`src/rtl/pwrgate_pkg.sv`:
```
package pwrgate_pkg;

   // Gating state of the conditioned enable path.
   typedef enum logic [1:0] {
      ST_LOCK    = 2'd0,  // power invalid, all banks protected
      ST_RECOVER = 2'd1,  // power valid, recovery interval running
      ST_PASS    = 2'd2,  // strobe forwarded to the selected bank
      ST_DRAIN   = 2'd3   // fault seen mid-access, finishing that access
   } gate_state_t;

   // Width of a counter that must hold values 0..limit.
   function automatic int cnt_width(input int limit);
      return (limit < 1) ? 1 : $clog2(limit + 1);
   endfunction

endpackage

```
`src/rtl/pwrgate_cycle_timer.sv`:
```
module pwrgate_cycle_timer
   import pwrgate_pkg::*;
#(
   parameter int LIMIT = 8
) (
   input  logic clk,
   input  logic rst_n,
   input  logic clear,
   input  logic advance,
   output logic last
);

   localparam int CW = cnt_width(LIMIT);
   localparam logic [CW-1:0] LAST_VAL = CW'(LIMIT - 1);

   logic [CW-1:0] count_q;

   generate
      if (LIMIT < 1) begin : g_bad_limit
         $error("pwrgate_cycle_timer: LIMIT must be at least 1");
      end
   endgenerate

   always_ff @(posedge clk or negedge rst_n) begin
      if (!rst_n) begin
         count_q <= '0;
      end else if (clear) begin
         count_q <= '0;
      end else if (advance && (count_q != LAST_VAL)) begin
         count_q <= count_q + CW'(1);
      end
   end

   assign last = (count_q == LAST_VAL);

endmodule

```
`src/rtl/pwrgate_bank_decoder.sv`:
```
module pwrgate_bank_decoder #(
   parameter int SEL_W     = 2,
   parameter int NUM_BANKS = 4
) (
   input  logic                 ce_n,
   input  logic                 grant,
   input  logic [SEL_W-1:0]     route_sel,
   output logic [NUM_BANKS-1:0] bank_ce_n
);

   logic strobe_on;
   assign strobe_on = grant && !ce_n;

   generate
      for (genvar b = 0; b < NUM_BANKS; b++) begin : g_bank
         assign bank_ce_n[b] = !(strobe_on && (route_sel == SEL_W'(b)));
      end
   endgenerate

endmodule

```
`src/rtl/pwrgate_ctrl.sv`:
```
module pwrgate_ctrl
   import pwrgate_pkg::*;
#(
   parameter int SEL_W      = 2,
   parameter int WPT_CYCLES = 8,
   parameter int REC_CYCLES = 20
) (
   input  logic             clk,
   input  logic             rst_n,
   input  logic             pwr_fail,
   input  logic             ce_n,
   input  logic [SEL_W-1:0] sel,
   output logic             grant,
   output logic [SEL_W-1:0] route_sel
);

   gate_state_t      state_q, state_d;
   logic [SEL_W-1:0] held_sel_q;
   logic             rec_last, wpt_last;
   logic             in_recover, in_drain;

   assign in_recover = (state_q == ST_RECOVER);
   assign in_drain   = (state_q == ST_DRAIN);

   pwrgate_cycle_timer #(.LIMIT(REC_CYCLES)) i_rec_timer (
      .clk     (clk),
      .rst_n   (rst_n),
      .clear   (!in_recover),
      .advance (in_recover && !pwr_fail),
      .last    (rec_last)
   );

   pwrgate_cycle_timer #(.LIMIT(WPT_CYCLES)) i_wpt_timer (
      .clk     (clk),
      .rst_n   (rst_n),
      .clear   (!in_drain),
      .advance (in_drain),
      .last    (wpt_last)
   );

   always_comb begin
      state_d = state_q;
      unique case (state_q)
         ST_LOCK: begin
            if (!pwr_fail) state_d = ST_RECOVER;
         end
         ST_RECOVER: begin
            if (pwr_fail)      state_d = ST_LOCK;
            else if (rec_last) state_d = ST_PASS;
         end
         ST_PASS: begin
            if (pwr_fail) state_d = ce_n ? ST_LOCK : ST_DRAIN;
         end
         ST_DRAIN: begin
            if (!pwr_fail)          state_d = ST_RECOVER;
            else if (ce_n || wpt_last) state_d = ST_LOCK;
         end
         default: state_d = ST_LOCK;
      endcase
   end

   always_ff @(posedge clk or negedge rst_n) begin
      if (!rst_n) begin
         state_q    <= ST_LOCK;
         held_sel_q <= '0;
      end else begin
         state_q <= state_d;
         if (state_q == ST_PASS && state_d == ST_DRAIN) begin
            held_sel_q <= sel;
         end
      end
   end

   assign grant     = (state_q == ST_PASS) || (in_drain && pwr_fail);
   assign route_sel = in_drain ? held_sel_q : sel;

endmodule

```
`src/rtl/pwrgate_top.sv`:
```
module pwrgate_top #(
   parameter int SEL_W      = 2,
   parameter int NUM_BANKS  = 4,
   parameter int WPT_CYCLES = 8,
   parameter int REC_CYCLES = 20
) (
   input  logic                 clk,
   input  logic                 rst_n,
   input  logic                 ce_n_in,
   input  logic [SEL_W-1:0]     bank_sel,
   input  logic                 pwr_fail,
   output logic [NUM_BANKS-1:0] bank_ce_n
);

   generate
      if (SEL_W < 1) begin : g_bad_sel
         $error("pwrgate_top: SEL_W must be at least 1");
      end
      if (NUM_BANKS < 1 || NUM_BANKS > (1 << SEL_W)) begin : g_bad_banks
         $error("pwrgate_top: NUM_BANKS must lie in 1..2**SEL_W");
      end
      if (WPT_CYCLES < 1 || REC_CYCLES < 1) begin : g_bad_times
         $error("pwrgate_top: interval parameters must be at least 1");
      end
   endgenerate

   logic             grant;
   logic [SEL_W-1:0] route_sel;

   pwrgate_ctrl #(
      .SEL_W      (SEL_W),
      .WPT_CYCLES (WPT_CYCLES),
      .REC_CYCLES (REC_CYCLES)
   ) i_ctrl (
      .clk       (clk),
      .rst_n     (rst_n),
      .pwr_fail  (pwr_fail),
      .ce_n      (ce_n_in),
      .sel       (bank_sel),
      .grant     (grant),
      .route_sel (route_sel)
   );

   pwrgate_bank_decoder #(
      .SEL_W     (SEL_W),
      .NUM_BANKS (NUM_BANKS)
   ) i_decoder (
      .ce_n      (ce_n_in),
      .grant     (grant),
      .route_sel (route_sel),
      .bank_ce_n (bank_ce_n)
   );

endmodule

```
`config.mk`:
```
export PLATFORM = sky130hd
export DESIGN_NAME = pwrgate_top
export DESIGN_NICKNAME = d
export VERILOG_FILES = /design/src/rtl/pwrgate_pkg.sv /design/src/rtl/pwrgate_cycle_timer.sv /design/src/rtl/pwrgate_bank_decoder.sv /design/src/rtl/pwrgate_ctrl.sv /design/src/rtl/pwrgate_top.sv
export SDC_FILE = /design/constraint.sdc
export NUM_CORES = 1
export LEC_CHECK = 0
export BUFFER_PORTS_ARGS = -buffer_cell sky130_fd_sc_hd__buf_4
export CAP_MARGIN = 10
export CORE_MARGIN = 2
export CORE_UTILIZATION = 54
export DETAILED_ROUTE_END_ITERATION = 8
export HOLD_SLACK_MARGIN = 0.08
export PLACE_DENSITY = 0.72
export SLEW_MARGIN = 20
export SYNTH_ARGS = -nofsm -noshare
export SYNTH_HDL_FRONTEND = slang
export SYNTH_SLANG_ARGS = --single-unit
```
`constraint.sdc`:
```
create_clock -name clk -period 2 [get_ports clk]
set_input_delay 0.2 -clock clk [delete_from_list [all_inputs] [get_ports clk]]
set_output_delay 0.2 -clock clk [all_outputs]
set_load 0.05 [all_outputs]
```
# Yosys cells after proc, flatten, opt, wreduce, memory -nomap -nowiden

Cells that the tools add are included.
Widths: inputs -> output; s select.

Flip-flop bits (word level): 13

Add/sub/neg operators: 2
Equality and inequality tests: 13
Muxes and demuxes: 13
Reduce and logical (&&, ||, !) cells: 20

Operators by type and width:

| kind                | number |
|---|---|
| $mux 2              | 8 |
| $eq 2x2->1 const B  | 5 |
| $logic_and 1x1->1   | 10 |
| $mux 5              | 2 |
| $mux 4              | 2 |
| $pmux 2 s4          | 1 |
| $logic_not 1->1     | 6 |
| $add 5x1->5 const B | 1 |
| $eq 5x5->1 const B  | 1 |
| $ne 5x5->1 const B  | 1 |
| $add 4x1->4 const B | 1 |
| $eq 2x1->1 const B  | 2 |
| $eq 4x3->1 const B  | 1 |
| $logic_not 2->1     | 2 |
| $ne 4x3->1 const B  | 1 |
| $logic_or 1x1->1    | 2 |
| $ne 2x1->1 const B  | 1 |
| $ne 2x2->1 const B  | 1 |

# Longest topological paths before layout

Gate-level depths: netlist of run 1.

Depth in word-level cells: 7
Mapped depth: 4
Gate-level depth less buffers: 4

# By module

A second synthesis of run 1 with hierarchy kept.

Cell total of the unflattened synthesis: 73
Area, all modules: 763.2 sq um

By module, submodules not included:

| module                                    | times used | cells each | area an instance (sq um) | seq. area each (sq um) |
|---|---|---|---|---|
| pwrgate_cycle_timer at i_ctrl.i_rec_timer | 1          | 24         | 262.8                    | 125.1 |
| pwrgate_ctrl                              | 1          | 25         | 247.7                    | 100.1 |
| pwrgate_cycle_timer at i_ctrl.i_wpt_timer | 1          | 20         | 211.5                    | 100.1 |
| pwrgate_bank_decoder                      | 1          | 4          | 41.3                     | 0.0 |

# Worst setup path after synthesis of run 1

Ideal clock, no wire load.

Path kind: register to output
Start: register i_ctrl.state_q[0]
End: output port bank_ce_n[1]
Arrival time: 1.362 ns
Data required time: 1.800 ns
Path slack: 0.438 ns
Cell stages (with the launch flop): 5
Buffers on the path: 1
Cell sequence: dfrtp_1 > buf_4 > nand2_1 > mux2_2 > nand2_1

Cells in the longest elaborated chain, start to end: 6

Ends and longest elaborated chain:

| item                                                               | line                       | source |
|---|---|---|
| from (decl)                                                        | pwrgate_ctrl.sv:17         | `gate_state_t state_q, state_d;` |
| from (signal assigned)                                             | pwrgate_ctrl.sv:67         | `state_q <= state_d;` |
| parallel branches: the longest is 4 deep, another holds $eq 2x2->1 | n/a                        |  |
| $logic_and 1x1->1 *                                                | pwrgate_bank_decoder.sv:16 | `assign bank_ce_n[b] = !(strobe_on && (route_sel == SEL_W'(b)));` |
| $logic_not 1->1 *                                                  | pwrgate_bank_decoder.sv:16 |  |
| to (decl)                                                          | pwrgate_top.sv:12          | `output logic [NUM_BANKS-1:0] bank_ce_n` |

Every way passes the cells marked *.

# Worst setup path after layout of run 1

Ends and elaborated chain as after synthesis.

==> results of run 1 <==
[through the flow]
step           power (mW)  utilization [%]  hold WS [ns]  instance area [sq um]
2_1_floorplan       0.299                -       -0.0956                    751
3_3_place_gp        0.314             63.4        0.0550                    825
3_5_place_dp        0.315             63.4        0.0525                    825
4_1_cts             0.477             66.3         0.167                    862
5_1_grt             0.496             66.3         0.168                    862
6_report            0.472             66.3         0.170                    862
[logic make-up after synthesis]
family	synth area share, %
xor gates and xnor gates	2.33
muxes	9.83
DFF	43.3
adders and majority gates	3.33
and+or+nand+nor	27.7
buffers and inverters	1.67
AOI/OAI and AO/OA	11.8
[state kept, by name, indices dropped and copies added, names as in the netlist]
name and count:
i_ctrl.i_rec_timer.count_q 5, i_ctrl.i_wpt_timer.count_q 4, i_ctrl.held_sel_q 2, i_ctrl.state_q 2
[placed cells by master (no fill, tap or decap), types with 2 or more instances in the layout]
cell type   n
buf_4       9
dfrtp_1    13
mux2i_1     4
nand2b_1    4
nand3_1     2
o211ai_1    2
nand4b_1    2
a21oi_1     6
nand3b_1    2
or3_1       3
ha_1        2
nor2_1      7
o21ai_0     2
clkbuf_4    3
nand2_1     8
mux2_2      3
nor2b_1     2
[critical path, delay by kind of cell, from the launching register on]
family | cells | cell delay [ns]
and+or+nand+nor | 2 | 0.28
DFF | 1 | 0.50
muxes | 1 | 0.37
buffers and inverters | 1 | 0.19
[power groups by stage]
stage,logic (mW),clock network [mW],registers [mW]
after floorplan,0.0251,0,0.274
after detailed placement,0.0381,0,0.277
after CTS,0.0400,0.165,0.272
final,0.0395,0.161,0.272
after global placement,0.0373,0,0.277
after global routing,0.0441,0.179,0.273
[layer usage]
| layer | track usage [%] | share of wire (%) | vias to the layer above |
|---|---|---|---|
| met5 | 0 | 0 | - |
| met4 | 4.84 | 0 | 0 |
| met3 | 4.89 | 3.9 | 0 |
| met2 | 34.8 | 52 | 12 |
| met1 | 22.3 | 44 | 275 |
| li1 | - | - | 290 |
[layout make-up]
type	count	area [sq um]
clock buffers	3	22.5
clock inverters	1	5.00
fillers	109	439
multi-input cells	59	413
flip-flops and latches	13	325
well taps	15	18.8
repair buffers	10	77.6
[worst paths after layout]
check | start | to | slack [ns] | depth (start not counted)
hold / removal | bank_sel[1] | i_ctrl.held_sel_q[1]$_DFFE_PN0P_ | 0.17 | 2
hold reg to reg | i_ctrl.i_wpt_timer.count_q[3]$_DFFE_PN0P_ | i_ctrl.i_wpt_timer.count_q[2]$_DFFE_PN0P_ | 0.53 | 1
setup / recovery | i_ctrl.state_q[0]$_DFF_PN0_ | bank_ce_n[1] | 0.19 | 4
max in group asynchronous | rst_n | i_ctrl.held_sel_q[0]$_DFFE_PN0P_ | 1.54 | 2
setup reg to reg | i_ctrl.i_rec_timer.count_q[0]$_DFFE_PN0P_ | i_ctrl.i_rec_timer.count_q[2]$_DFFE_PN0P_ | 0.60 | 4
min in group asynchronous | rst_n | i_ctrl.i_rec_timer.count_q[2]$_DFFE_PN0P_ | 0.30 | 2
[repair_timing]
action,in CTS,in global routing
endpoints found under the hold margin,13,0
endpoints found under the setup margin,0,0
hold buffers,1,0
==> impl_metrics.tcl, run 1 <==
set metrics [dict create \
    cp-end-kind "primary output" \
    ys_warn_count 0 \
    finClkSkew_ns 0.00616 \
    yosys-top-cells-count "13 x dfrtp_1, 8 x nand2_1, 7 x nor2_1" \
    num_vias 577 \
    run_status "completed" \
    cts-buffers-inserted 3 \
    setup.worst_path.start_class "flip-flop" \
    yosys.cell_types.count 27 \
    post_cts_resize_count 0 \
    tritoncts_num_sinks 13 \
    power_density_nw_per_um2 548 \
    power.share.combinational_pct 8.4 \
    yosysTopAreaCellShare_pct 43.3 \
    hpwlAfterDp_um 1010 \
    ctsRootBufferMaster "clkbuf_4" \
    final_period_minus_worst_setup_slack_ns 1.81 \
    grt.overflow.total 0 \
    timing.fmax_ghz 0.553 \
    net_count_synth 82 \
    critical-path-max-stage-delay_ns 0.50 \
    intPower_uw 359 \
    p_switching_uw 113 \
    grt_max_degree 15 \
    vdd_drop_max_mv 0.473 \
    synth_largest_area_cell "dfrtp_1" \
    core_sq_um 1300 \
    fin_crit_sh_pct 90.5 \
    drtIter0Drc 9 \
    setup-violations-final 0 \
    critical_path_arrival_ns 1.61 \
    detail_route.wl_per_cell_um 13.5 \
    numPlacedInstances 96 \
    synth_most_common_cell "dfrtp_1" \
    syn_inst 74 \
    cts_tree "done" \
    die_width_um 41.3 \
    slew_headroom_pct 71.2 \
    boundaryPins 10 \
    rsz0062_at_grt "false" \
    dp_worst_slack_ns 0.504 \
    drt_pass1_iterations 4 \
    final_net_count 95 \
    chipHeight_um 41.3 \
    max-cap-violations 0 \
    share_seq_of_total_power_pct 57.6 \
    fin_tns_setup_ns 0 \
    postSynth.asyncResetShare_pct 100 \
    crit_chain "nand2_1, mux2_2, nand2_1, buf_4" \
    post_synth.cell_area_avg_sq_um 10.1 \
    layoutNonFillerInstCount 101 \
    gp_congestion 0.718 \
    synth-edff-count 0 \
    number_of_global_route_vias_before_repair 515 \
    postRouteAntennaNets 0 \
    max-clock-path-buffers 2 \
    grt_pass1_wl_um 2090 \
    antennaDiodeCount 0 \
    clock_insertion_delay_worst_skew_ns 0.27 \
    number_of_hold_violations_in_the_final_report 0 \
    power.static_leakage_nw 0.381 \
    layout-drive-gt1-share_pct 23.3 \
    tightestPinTransition_ns 0.431 \
    buffer_ports.inserted 9 \
    cts_setup_buffers 0 \
    most_area_consuming_cells_after_synthesis "dfrtp_1 43%, mux2i_1 5.3%, mux2_2 4.5%" \
    h_tree_depth 1 \
    worst_hold_path_type "in -> reg" \
    cts.reportedPaths.clkPinSlew_ns 0.08 \
    timing.critical_path.slowest_stage_cell "dfrtp_1" \
    totalWireLength_um 1370 \
    vias_per_cell 5.71 \
    synth-seq-cells 13 \
    placementRows 13 \
    timing.critical_path.required_ns 1.80 \
    power.switching_fraction_pct 24.0 \
    clkPwrFrac_pct 34.1 \
    syn_to_final_growth_pct 14.8 \
    number_of_antenna_violations_at_the_first_check_in_global_routing 0 \
    report.final.slew_viol_count 0 \
    netlist_area_sq_um 751 \
    flip_flop_cell_with_the_highest_count_after_synthesis "dfrtp_1" \
    critical_path_peak_fanout 12 \
    timing.final.ws_setup_ns 0.191 \
    floorplan.initialDensity_pct 57.7 \
    die_area_sq_um 1700 \
    critPathMostFrequentCell "nand2_1" \
    gr-usage-all-layers_pct 19.2 \
    drc 0 \
    critical_path_class "reg -> out" \
    seq_area_frac_synth_pct 43.3 \
]
Power figures use the tool's default switching activity.
==> run 2: changes to the inputs <==
--- a/config.mk
+++ b/config.mk
@@ -9,6 +9,7 @@
 export CAP_MARGIN = 10
 export CORE_MARGIN = 2
 export CORE_UTILIZATION = 54
+export CTS_BUF_LIST = sky130_fd_sc_hd__clkbuf_16
 export DETAILED_ROUTE_END_ITERATION = 8
 export HOLD_SLACK_MARGIN = 0.08
 export PLACE_DENSITY = 0.72
==> constraint.sdc (replaced) <==
create_clock -name clk -period 2 [get_ports clk]
set_input_delay 0.5 -clock clk [delete_from_list [all_inputs] [get_ports clk]]
set_output_delay 0.5 -clock clk [all_outputs]
set_load 0.05 [all_outputs]
==> impl_metrics.tcl, run 2 (synthesized netlist as in run 1, its figures left out) <==
set metrics [dict create \
    run_status "completed" \
    dp_worst_slack_ns 0.173 \
    tritoncts_num_sinks 13 \
    cp-end-kind "primary output" \
    critical_path_peak_fanout 6 \
    largest-register "i_ctrl.i_rec_timer.count_q" \
    fin_worst_hold_slack_ns 0.0965 \
    setup-violations-final 0 \
    grt_pass1_wl_um 2040 \
    die_area_sq_um 1700 \
    fin_crit_sh_pct 96.6 \
    core_sq_um 1300 \
    timing.final.ws_setup_ns 0.0686 \
    drt_pass1_iterations 2 \
    final_net_count 96 \
    number_of_antenna_violations_at_the_first_check_in_global_routing 0 \
    worst_hold_path_type "in -> async" \
    final_period_minus_worst_setup_slack_ns 1.93 \
    critical_path_class "reg -> out" \
    max-clock-path-buffers 2 \
    placementRows 13 \
    syn_to_final_growth_pct 22.8 \
    cp.buffers_inverters 1 \
    worst_r2r_path_depth 4 \
    clock_insertion_delay_worst_skew_ns 0.24 \
    ctsRootBufferMaster "clkbuf_16" \
    gr-usage-all-layers_pct 19.0 \
    fin_tns_setup_ns 0 \
    number_of_global_route_vias_before_repair 511 \
    boundaryPins 10 \
    cts-buffers-inserted 3 \
    buffer_ports.inserted 9 \
    vias_per_cell 5.41 \
    vdd_drop_max_mv 0.514 \
    num_vias 552 \
    cts_setup_buffers 0 \
    timing.fmax_ghz 0.518 \
    most-common-layout-cells "13 x dfrtp_1, 11 x buf_4, 7 x nor2_1, 7 x nand2_1, 6 x a21oi_1" \
    power.static_leakage_nw 0.412 \
    cts.reportedPaths.clkPinSlew_ns 0.04 \
    floorplan.initialDensity_pct 57.7 \
    max-cap-violations 0 \
    rsz0062_at_grt "false" \
    postRouteAntennaNets 0 \
    layout_commonest_cell "dfrtp_1" \
    finClkSkew_ns 0.000916 \
    crit_chain "or2_2, a21oi_1, nand2_1, buf_4" \
    drtIter0Drc 6 \
    grt_max_degree 15 \
    critical_path_arrival_ns 1.43 \
    largest_register_ff_count 5 \
    layout-drive-gt1-share_pct 26.4 \
    cts-hold-fix-buffers 0 \
    grt.overflow.total 0 \
    die_width_um 41.3 \
    h_tree_depth 1 \
    power_density_nw_per_um2 745 \
    slew_headroom_pct 72.8 \
    chipHeight_um 41.3 \
    cp.depth 4 \
    detail_route.wl_per_cell_um 13.0 \
    reg_top3 "i_ctrl.i_rec_timer.count_q: 5 flops, i_ctrl.i_wpt_timer.count_q: 4 flops" \
    report.final.slew_viol_count 0 \
    critical-path-max-stage-delay_ns 0.42 \
    totalWireLength_um 1320 \
    setup.worst_path.start_class "flip-flop" \
    timing.critical_path.required_ns 1.50 \
    timing.critical_path.slowest_stage_cell "dfrtp_1" \
    drc 0 \
    antennaDiodeCount 0 \
    cts_tree "done" \
    path_delay_family "flip-flops" \
    number_of_hold_violations_in_the_final_report 0 \
    tightestPinTransition_ns 0.407 \
    gp_congestion 0.744 \
    hpwlAfterDp_um 965 \
]
## run 2: cell count changes in the layout (fill, tap and decap cells not counted), sizes merged
| cell | change |
|---|---|
| buf | +2 |
| dlygate4sd3 | -1 |
## run 2: metrics by stage
step                      cell area (sq um)  utilization, %  power, mW  cells
after floorplan                         751               -      0.299     74
after CTS                               920            70.7      0.695    102
after global routing                    922            70.9      0.714    102
final                                   922            70.9      0.687    102
after global placement                  840            64.5      0.316     98
after detailed placement                840            64.5      0.317     98
## run 2: routing by layer
| layer | track usage [%] | wire length, um |
|---|---|---|
| met5 | 0 | 0 |
| met4 | 9.68 | 29 |
| met3 | 4.89 | 51 |
| met2 | 30.9 | 585 |
| met1 | 22.8 | 658 |
## run 2: final timing paths
check	from	end	slack, ns
worst min-delay path	rst_n	i_ctrl.i_rec_timer.count_q[2]$_DFFE_PN0P_	0.1
worst max-delay path	i_ctrl.state_q[0]$_DFF_PN0_	bank_ce_n[0]	0.07
worst max register to register	i_ctrl.i_rec_timer.count_q[0]$_DFFE_PN0P_	i_ctrl.i_rec_timer.count_q[2]$_DFFE_PN0P_	0.66
min in group clk	bank_sel[0]	i_ctrl.held_sel_q[0]$_DFFE_PN0P_	0.51
worst min register to register	i_ctrl.i_wpt_timer.count_q[3]$_DFFE_PN0P_	i_ctrl.i_wpt_timer.count_q[2]$_DFFE_PN0P_	0.51
max in group asynchronous	rst_n	i_ctrl.i_rec_timer.count_q[3]$_DFFE_PN0P_	1.74
## run 2: timing repair
| action | CTS | global route |
|---|---|---|
| hold endpoints to repair | 0 | 0 |
| resized for setup | 0 | 1 |
| setup endpoints to repair | 0 | 2 |
## run 2: layout make-up
class,count,area (sq um)
multi-input cells,59,415
clock buffers,3,75.1
repair buffers,11,82.6
fillers,93,379
well taps,15,18.8
flip-flops and latches,13,325
clock inverters,1,5.00
## run 2: power breakdown
| part | internal, mW | switching (mW) |
|---|---|---|
| sequential | 0.267 | 0.00405 |
| combinational | 0.0197 | 0.0227 |
| clock | 0.265 | 0.108 |
| total | 0.553 | 0.135 |
==> run 3: changes to the inputs <==
--- a/config.mk
+++ b/config.mk
@@ -16,4 +16,5 @@
 export SLEW_MARGIN = 20
 export SYNTH_ARGS = -nofsm -noshare
 export SYNTH_HDL_FRONTEND = slang
+export SYNTH_HIERARCHICAL = 1
 export SYNTH_SLANG_ARGS = --single-unit
==> impl_metrics.tcl, run 3 <==
set metrics [dict create \
    placementRows 13 \
    worst_r2r_path_depth 5 \
    timing.fmax_ghz 0.445 \
    regToRegStartpoint "i_ctrl/state_q[1]$_DFF_PN0_" \
    fin_crit_sh_pct 112 \
    number_of_antenna_violations_at_the_first_check_in_global_routing 0 \
    grt.overflow.total 0 \
    number_of_global_route_vias_before_repair 610 \
    power_density_nw_per_um2 663 \
    net_count_synth 81 \
    place_area_sq_um 916 \
    boundaryPins 10 \
    chipHeight_um 41.6 \
    die_width_um 41.6 \
    grt_pass1_wl_um 2740 \
    cts-buffers-inserted 3 \
    cts_tree "done" \
    max-cap-violations 0 \
    gr-usage-all-layers_pct 20.9 \
    drc 0 \
    dp_worst_slack_ns -0.115 \
    critical_path_arrival_ns 1.75 \
    largest_register_ff_count 5 \
    timing.critical_path.required_ns 1.50 \
    power.share.combinational_pct 6.9 \
    syn_to_final_growth_pct 34.3 \
    clkPwrFrac_pct 53.2 \
    stdcell_area_sq_um 1020 \
    antennaDiodeCount 0 \
    vias_per_cell 5.68 \
    finClkSkew_ns 0.00201 \
    ys_warn_count 6 \
    p_switching_uw 124 \
    max-clock-path-buffers 2 \
    timing.final.ws_setup_ns -0.246 \
    syn_inst 73 \
    most-common-layout-cells "13 x buf_4, 12 x dfrtp_1, 7 x nand2b_1" \
    final_net_count 103 \
    die_area_sq_um 1730 \
    reg_top3 "i_ctrl/i_rec_timer/count_q: 5 flops, i_ctrl/i_wpt_timer/count_q: 4 flops" \
    yosys.cell_types.count 30 \
    num-fill-cells 93 \
    hpwlAfterDp_um 1070 \
    num_vias 619 \
    synth_largest_area_cell "dfrtp_1" \
    rsz0062_at_grt "true" \
    report.final.slew_viol_count 0 \
    number_of_hold_violations_in_the_final_report 0 \
    setup-violations-final 2 \
    intPower_uw 555 \
    most_area_consuming_cells_after_synthesis "dfrtp_1 43%, mux2_1 5.9%, nand2b_1 5.7%" \
    share_seq_of_total_power_pct 39.9 \
    critical_path_class "reg -> out" \
    totalWireLength_um 1570 \
    tightestPinTransition_ns 0.304 \
    drt_pass1_iterations 3 \
    yosys-top-cells-count "13 x dfrtp_1, 7 x nand2b_1, 5 x nor2_1" \
    tritoncts_num_sinks 13 \
    cp-end-kind "primary output" \
    largest-register "i_ctrl/i_rec_timer/count_q" \
    run_status "complete, but fails checks" \
    fin_worst_hold_slack_ns 0.105 \
    buffer_ports.inserted 9 \
    synth_most_common_cell "dfrtp_1" \
    drtIter0Drc 7 \
    power.switching_fraction_pct 18.3 \
    cts.reportedPaths.clkPinSlew_ns 0.04 \
    synth-seq-cells 13 \
    gp_congestion 0.741 \
    critical_path_peak_fanout 3 \
    synth-edff-count 0 \
    violated_checks "negative setup slack" \
    detail_route.wl_per_cell_um 14.4 \
    netlist_area_sq_um 763 \
    vdd_drop_max_mv 0.529 \
    clock_insertion_delay_worst_skew_ns 0.24 \
    setup.worst_path.start_class "flip-flop" \
    ctsRootBufferMaster "clkbuf_16" \
    critPathLaunch "i_ctrl/state_q[0]$_DFF_PN0_" \
    postRouteAntennaNets 0 \
    layout-drive-gt1-share_pct 33.0 \
    slew_headroom_pct 79.7 \
    final_period_minus_worst_setup_slack_ns 2.25 \
    worst_hold_path_type "in -> async" \
    floorplan.initialDensity_pct 57.9 \
    seq_area_frac_synth_pct 42.6 \
    yosysTopAreaCellShare_pct 42.6 \
    grt_max_degree 14 \
    final_util_pct 77.8 \
    cts-hold-fix-buffers 0 \
    post_synth.cell_area_avg_sq_um 10.5 \
    h_tree_depth 1 \
    layout_commonest_cell "buf_4" \
    power.static_leakage_nw 0.490 \
    flip_flop_cell_with_the_highest_count_after_synthesis "dfrtp_1" \
    postSynth.asyncResetShare_pct 100 \
    core_sq_um 1320 \
]
-- run 3: cell count changes in the layout (fill, tap and decap cells not counted), moves of 3 or more --
| cell | change |
|---|---|
| buf_6 | +3 |
| inv_1 | +3 |
| nand2_1 | -3 |
| nand2b_1 | +3 |
| nand4_1 | +3 |
-- run 3: power groups by stage --
stage | logic (mW) | clock network (mW) | registers (mW)
global route | 0.0522 | 0.383 | 0.271
global placement | 0.0430 | 0 | 0.275
detailed placement | 0.0441 | 0 | 0.275
CTS | 0.0453 | 0.369 | 0.271
floorplan | 0.0183 | 0 | 0.275
finish | 0.0466 | 0.362 | 0.271
-- run 3: final cells by class --
| cell class | instances | area (sq um) | area share, % |
|---|---|---|---|
| multi-input cells | 57 | 443 | 43.2 |
| flip-flops and latches | 13 | 327 | 31.9 |
| repair buffers | 17 | 146 | 14.3 |
| clock buffers | 3 | 75.1 | 7.33 |
| well taps | 15 | 18.8 | 1.83 |
| inverters | 3 | 11.3 | 1.10 |
| clock inverters | 1 | 3.75 | 0.366 |
-- run 3: metal layers --
metal | up-vias | global-route usage [%] | part of all wire, %
met5 | - | 0 | 0
met4 | 0 | 5.81 | 0.32
met3 | 2 | 5.65 | 3.6
met2 | 10 | 35.9 | 53
met1 | 299 | 25.6 | 43
li1 | 308 | - | -
-- run 3: final timing paths --
kind	end	slack, ns
worst min-delay path	i_ctrl/i_wpt_timer/count_q[0]$_DFFE_PN0P_	0.11
worst min register to register	i_ctrl/held_sel_q[0]$_DFFE_PN0P_	0.48
worst max-delay path	bank_ce_n[0]	-0.25
min in group clk	i_ctrl/held_sel_q[0]$_DFFE_PN0P_	0.48
worst max register to register	i_ctrl/i_rec_timer/count_q[0]$_DFFE_PN0P_	0.36
max in group asynchronous	i_ctrl/state_q[0]$_DFF_PN0_	1.71
-- run 3: through the flow --
step                      cells  total power [mW]  setup TNS, ns
final                       109             0.679         -0.281
after global routing        109             0.706         -0.385
after CTS                   108             0.685         -0.258
after detailed placement    104             0.319         -0.115
after global placement      104             0.318        -0.0965
after floorplan              73             0.294        -0.0165
-- run 3: kinds of logic (layout without fill, tap and decap cells) --
group / after synthesis / in the layout / synth area share (%)
multiplexers: 8 / 8 / 11.5
flip-flops: 13 / 13 / 42.6
AND/OR/NAND/NOR: 38 / 38 / 33.4
AO/OA/AOI/OAI: 7 / 7 / 5.41
buffers and inverters: 3 / 24 / 1.48
XOR/XNOR: 2 / 2 / 2.30
adder cells (fa/ha/maj): 2 / 2 / 3.28
-- run 3: repair_timing --
action / 4_1_cts / 5_1_grt
buffers inserted: 0 / 1
setup endpoints to repair: 1 / 4
pin swaps: 2 / 4
resized for setup: 3 / 4
-- run 3: worst max-delay path, cell delays in order (launching register included) --
cell     delay [ns]
dfrtp_2        0.41
nand2_4        0.09
mux2_4         0.31
or4b_4         0.53
buf_8          0.17
